--- config.mk ---
export PLATFORM = sky130hd
export DESIGN_NAME = pf_quant_serializer
export DESIGN_NICKNAME = d
export VERILOG_FILES = /design/src/rtl/pfq_pkg.sv /design/src/rtl/pfq_hcount.sv /design/src/rtl/pfq_regs.sv /design/src/rtl/pfq_shifter.sv /design/src/rtl/pf_quant_serializer.sv
export SDC_FILE = /design/constraint.sdc
export NUM_CORES = 1
export LEC_CHECK = 0
export ABC_AREA = 1
export BUFFER_PORTS_ARGS = -buffer_cell sky130_fd_sc_hd__buf_2
export CORE_MARGIN = 10
export CORE_UTILIZATION = 53
export DETAILED_ROUTE_END_ITERATION = 8
export GPL_ROUTABILITY_DRIVEN = 0
export GPL_TIMING_DRIVEN = 0
export HOLD_SLACK_MARGIN = 0.1
export MAX_ROUTING_LAYER = met4
export PLACE_DENSITY = 0.75
export SLEW_MARGIN = 30
export SYNTH_ARGS = -nofsm -noshare
export SYNTH_HDL_FRONTEND = slang
export SYNTH_SLANG_ARGS = --single-unit
--- constraint.sdc ---
create_clock -name clk -period 2.75 [get_ports clk]
set_clock_uncertainty 0.15 [all_clocks]
set_input_delay 0.275 -clock clk [delete_from_list [all_inputs] [get_ports clk]]
set_output_delay 0.275 -clock clk [all_outputs]
set_load 0.01 [all_outputs]
--- src/rtl/pfq_pkg.sv ---
package pfq_pkg;

  // Pixels covered by one playfield bit; the phase decode relies on 4.
  localparam int PFQ_BLK_PIX = 4;

  // Two non-overlapping horizontal strobes inside every block.
  typedef struct packed {
    logic fetch;  // load the next block's bit into the holding latch
    logic drive;  // move the holding latch onto the output
  } pfq_phase_t;

endpackage

--- src/rtl/pfq_hcount.sv ---
module pfq_hcount
  import pfq_pkg::*;
#(
  parameter int LINE_PIX = 160,
  parameter int HW       = 8
) (
  input  logic          clk,
  input  logic          rst_n,
  output logic [HW-1:0] hpos,
  output pfq_phase_t    phase
);

  logic [HW-1:0] cnt_q, cnt_d;
  logic          at_end;

  always_comb begin
    at_end = (cnt_q == HW'(LINE_PIX - 1));
    cnt_d  = at_end ? '0 : cnt_q + HW'(1);
  end

  always_ff @(posedge clk or negedge rst_n) begin
    if (!rst_n) cnt_q <= '0;
    else        cnt_q <= cnt_d;
  end

  // Fetch on the second pixel of a block, drive on the last one.
  always_comb begin
    phase.fetch = (cnt_q[1:0] == 2'd1);
    phase.drive = (cnt_q[1:0] == 2'd3);
  end

  assign hpos = cnt_q;

endmodule

--- src/rtl/pfq_regs.sv ---
module pfq_regs #(
  parameter int NBLK  = 40,
  parameter int REG_W = 8,
  parameter int COLW  = 7,
  parameter int NREG  = 5,
  parameter int AW    = 3
) (
  input  logic             clk,
  input  logic             rst_n,
  input  logic             wr_en,
  input  logic [AW-1:0]    wr_addr,
  input  logic [REG_W-1:0] wr_data,
  output logic [NBLK-1:0]  pf_bits,
  output logic [COLW-1:0]  fg_col,
  output logic [COLW-1:0]  bg_col
);

  logic [NBLK-1:0] pf_q, pf_d;
  logic [COLW-1:0] fg_q, fg_d, bg_q, bg_d;
  logic            fg_we, bg_we;

  for (genvar r = 0; r < NREG; r++) begin : g_byte
    logic byte_we;
    assign byte_we = wr_en && (wr_addr == AW'(r));
    assign pf_d[r*REG_W +: REG_W] = byte_we ? wr_data : pf_q[r*REG_W +: REG_W];
  end

  if (NBLK > NREG*REG_W) begin : g_tail
    assign pf_d[NBLK-1:NREG*REG_W] = pf_q[NBLK-1:NREG*REG_W];
  end

  always_comb begin
    fg_we = wr_en && (wr_addr == AW'(NREG));
    bg_we = wr_en && (wr_addr == AW'(NREG + 1));
    fg_d  = fg_we ? wr_data[COLW-1:0] : fg_q;
    bg_d  = bg_we ? wr_data[COLW-1:0] : bg_q;
  end

  always_ff @(posedge clk or negedge rst_n) begin
    if (!rst_n) begin
      pf_q <= '0;
      fg_q <= '0;
      bg_q <= '0;
    end else begin
      pf_q <= pf_d;
      fg_q <= fg_d;
      bg_q <= bg_d;
    end
  end

  assign pf_bits = pf_q;
  assign fg_col  = fg_q;
  assign bg_col  = bg_q;

endmodule

--- src/rtl/pfq_shifter.sv ---
module pfq_shifter
  import pfq_pkg::*;
#(
  parameter int NBLK = 40,
  parameter int HW   = 8
) (
  input  logic            clk,
  input  logic            rst_n,
  input  logic [NBLK-1:0] pf_bits,
  input  logic [HW-1:0]   hpos,
  input  pfq_phase_t      phase,
  output logic            pix_bit
);

  localparam int BW = $clog2(NBLK);

  logic [BW-1:0] blk, nxt_blk;
  logic          hold_q, hold_d;
  logic          out_q, out_d;

  always_comb begin
    blk     = BW'(hpos >> 2);
    nxt_blk = (blk == BW'(NBLK - 1)) ? '0 : blk + BW'(1);
    hold_d  = phase.fetch ? pf_bits[nxt_blk] : hold_q;
    out_d   = phase.drive ? hold_q : out_q;
  end

  always_ff @(posedge clk or negedge rst_n) begin
    if (!rst_n) begin
      hold_q <= 1'b0;
      out_q  <= 1'b0;
    end else begin
      hold_q <= hold_d;
      out_q  <= out_d;
    end
  end

  assign pix_bit = out_q;

endmodule

--- src/rtl/pf_quant_serializer.sv ---
module pf_quant_serializer
  import pfq_pkg::*;
#(
  parameter  int NBLK  = 40,
  parameter  int REG_W = 8,
  parameter  int COLW  = 7,
  localparam int NREG  = NBLK / REG_W,
  localparam int AW    = $clog2(NREG + 3),
  localparam int HW    = $clog2(NBLK * PFQ_BLK_PIX)
) (
  input  logic             clk,
  input  logic             rst_n,
  input  logic             wr_en,
  input  logic [AW-1:0]    wr_addr,
  input  logic [REG_W-1:0] wr_data,
  output logic [HW-1:0]    hpos,
  output logic             pf_pix,
  output logic [COLW-1:0]  pix_col
);

  localparam int LINE_PIX = NBLK * PFQ_BLK_PIX;

  logic            rst_meta, rst_q;
  pfq_phase_t      phase;
  logic [NBLK-1:0] pf_bits;
  logic [COLW-1:0] fg_col, bg_col;

  // Asynchronous assertion, synchronous release.
  always_ff @(posedge clk or negedge rst_n) begin
    if (!rst_n) begin
      rst_meta <= 1'b0;
      rst_q    <= 1'b0;
    end else begin
      rst_meta <= 1'b1;
      rst_q    <= rst_meta;
    end
  end

  pfq_hcount #(.LINE_PIX(LINE_PIX), .HW(HW)) u_hcount (
    .clk   (clk),
    .rst_n (rst_q),
    .hpos  (hpos),
    .phase (phase)
  );

  pfq_regs #(.NBLK(NBLK), .REG_W(REG_W), .COLW(COLW), .NREG(NREG), .AW(AW)) u_regs (
    .clk     (clk),
    .rst_n   (rst_q),
    .wr_en   (wr_en),
    .wr_addr (wr_addr),
    .wr_data (wr_data),
    .pf_bits (pf_bits),
    .fg_col  (fg_col),
    .bg_col  (bg_col)
  );

  pfq_shifter #(.NBLK(NBLK), .HW(HW)) u_shift (
    .clk     (clk),
    .rst_n   (rst_q),
    .pf_bits (pf_bits),
    .hpos    (hpos),
    .phase   (phase),
    .pix_bit (pf_pix)
  );

  // Colour path stays ungated: a register write shows on the next pixel.
  assign pix_col = pf_pix ? fg_col : bg_col;

endmodule

==> flow_summary.toml <==
[status]
status = "completed"

[logic_synthesis]
ys_async_sr_fraction = 1.00
synth_common_cells = "nand2_1, dfrtp_1, o21ai_0"
syn-cell-area_sq_um = 3160
synth_top_cell_by_area = "dfrtp_1"
yosysMostFrequentCell = "nand2_1"
ys_ff_latch = 66
synth_edf_count = 0
seq_area_frac_synth = 0.523
synth_flop_cell = "dfrtp_1"
syn_nets = 414
synthCells = 397
ys_warn_count = 0
synth.area.top_cells = "dfrtp_1, nand2_1, o21ai_0, nand3_1, inv_1"
yosysTopAreaCellShare = 0.523
avgSynthCellArea_sq_um = 7.96
ys_types = 28

[route]
antenna_left = 0
via_count = 2796
drc = 0
drtIter0Drc = 173
drt_wl_total_um = 7740
drt_first_pass_iters = 5
routedWlPerCell_um = 14.9
viasPerCell = 5.37

[clock_tree]
cts_tree = "yes"
clk_pin_slew_ns = 0.07
clock-root-buffer = "clkbuf_8"
post_cts_buffers = 0
cts_sinks = 66
clk_path_buf_depth = 2
cts_max_level = 3
cts_made_buffers = 9
clk_latency_ns = 0.34

[cells_and_area]
seq_area_sq_um = 1660
n_antenna_cell = 0
multi_input_area_sq_um = 1280
nFillCells = 504
syn_to_final_growth_pct = 16.2
drive_gt1_frac = 0.128
final_nets = 458
post-route-util = 0.628

[timing]
finalMaxSlewViolations = 0
rsz0062_at_grt = "no"
relSlewSlack = 0.610
layout_setup_ws_ns = 0.405
period_minus_slack_ns = 2.34
holdWs_ns = 0.129
fmaxAchievable_mhz = 427
tns_ns = 0
setup_viol = 0
fin_crit_sh = 0.853
hold_violations = 0
worst_slew_pin_slew_ns = 0.584

[global_routing]
grt.overflow.total = 0
grt_usage = 0.177
grt_max_degree = 51
first_global_vias = 2784
grt_pass1_wl_um = 13500
antenna_found_initial = 0

[worst_setup_path]
slowest_stage = "dfrtp_1"
start_kind = "flip-flop"
path_delay_family = "simple AND/OR/NAND/NOR gates"
cp_num_buf_inv = 2
cp_cell_sequence = "ha_1, nand2_2, inv_1, nor2_1, inv_1, nand3_1, nand3_1, nand3_2, nand3_2, a21oi_2"
crit_fanout = 7
crit_arrival_ns = 2.47
end_kind = "flip-flop"
required_ns = 2.88
critPathKind = "reg -> reg"
max_stage_delay_ns = 0.44

[floorplan]
die_w_um = 97.2
start_util = 0.540
ios = 30
num_rows = 28
dieHeight_um = 97.2
coreArea_sq_um = 5850
fp.dieArea_sq_um = 9450

[power]
cellPowerDensity_nw_per_um2 = 670
vdd_drop_max_uv = 534
p_leak_nw = 1.93

[job]
cap_violations = 0

[placed_design]
post-place-ws_ns = 0.500
place.port_buffers = 29
dp_hpwl_um = 5420

[min_path]
hold_class = "in -> reg"
[layer usage]
layer,part of all wire,routed length (um),vias to the layer above,track usage
met1,0.41,3180,1331,0.206
li1,-,-,1359,-
met4,0.014,107,0,0.0590
met2,0.50,3880,94,0.284
met5,0,0,-,-
met3,0.073,567,12,0.0548
[state kept, by name (all words and copies together) (netlist names)]
name	cells
rst_meta	1
rst_q	1
u_hcount.hpos	8
u_regs.bg_col	7
u_regs.fg_col	7
u_regs.pf_bits	40
u_shift.hold_q	1
u_shift.pix_bit	1
[kinds of logic (layout without fill, tap and decap cells)]
family / after synthesis / in the layout / share of synthesized area
AO/OA/AOI/OAI: 67 / 67 / 0.109
XOR/XNOR: 1 / 1 / 0.00277
adder cells (fa/ha/maj): 3 / 3 / 0.0119
buffers and inverters: 53 / 102 / 0.0729
flip-flops: 66 / 66 / 0.523
other: 1 / 1 / 0.00119
AND/OR/NAND/NOR: 206 / 206 / 0.280
[stage by stage]
stage               instance area (sq um)  total power [W]  cells
CTS                                  3670          0.00248    521
finish                               3670          0.00246    521
global route                         3670          0.00261    521
detailed placement                   3430          0.00159    502
floorplan                            3160          0.00147    397
global placement                     3400          0.00157    501
[where the power goes]
part	total, W	internal [W]	leakage, nW	switching (W)
clock	0.000878	0.000537	0.105	0.000340
combinational	0.000370	0.000154	0.997	0.000216
sequential	0.00121	0.00113	0.829	0.0000851
total	0.00246	0.00182	1.93	0.000642
[final timing paths]
kind | end | depth (start not counted) | slack (ns) | start
worst max-delay path | u_shift.hold_q$_DFFE_PN0N_ | 10 | 0.41 | u_hcount.hpos[2]$_DFF_PN0_
worst min-delay path | u_regs.pf_bits[31]$_DFFE_PN0P_ | 3 | 0.13 | wr_data[7]
worst max register to register | u_shift.hold_q$_DFFE_PN0N_ | 10 | 0.41 | u_hcount.hpos[2]$_DFF_PN0_
worst min register to register | u_regs.fg_col[4]$_DFFE_PN0P_ | 1 | 0.17 | rst_q$_DFF_PN0_
max in group asynchronous | u_regs.pf_bits[17]$_DFFE_PN0P_ | 1 | 1.32 | rst_q$_DFF_PN0_
min in group asynchronous | u_regs.fg_col[4]$_DFFE_PN0P_ | 1 | 0.17 | rst_q$_DFF_PN0_
[tightest hold or removal path, cell delays in order]
cell and delay, ns:
buf_2 0.07, inv_1 0.08, o21ai_0 0.16
[what timing repair did]
item	in CTS	in global routing
hold buffers	3	0
gates resized for setup	0	0
endpoints found under the hold margin	16	0
[cell type report]
cell class	instances	area share
Sequential cell	66	0.451
Inverter	38	0.0388
Multi-Input combinational cell	278	0.348
Clock buffer	14	0.0416
Tap cell	75	0.0256
Buffer	15	0.0239
Timing Repair Buffer	33	0.0552
Clock inverter	2	0.0164
[placed cells by master, fill, tap and decap left out, types with 2 or more instances in the layout]
master / count
inv_1: 37
a21oi_1: 5
bufinv_16: 2
dfrtp_1: 65
nand3_1: 45
clkbuf_8: 10
buf_2: 30
ha_1: 3
o21ai_0: 58
buf_1: 2
buf_6: 2
nand2_4: 2
nor3_1: 4
clkbuf_1: 12
nand3_2: 3
dlygate4sd3_1: 3
nand2_1: 134
nor2_1: 14
(Power assumes the default switching activity.)
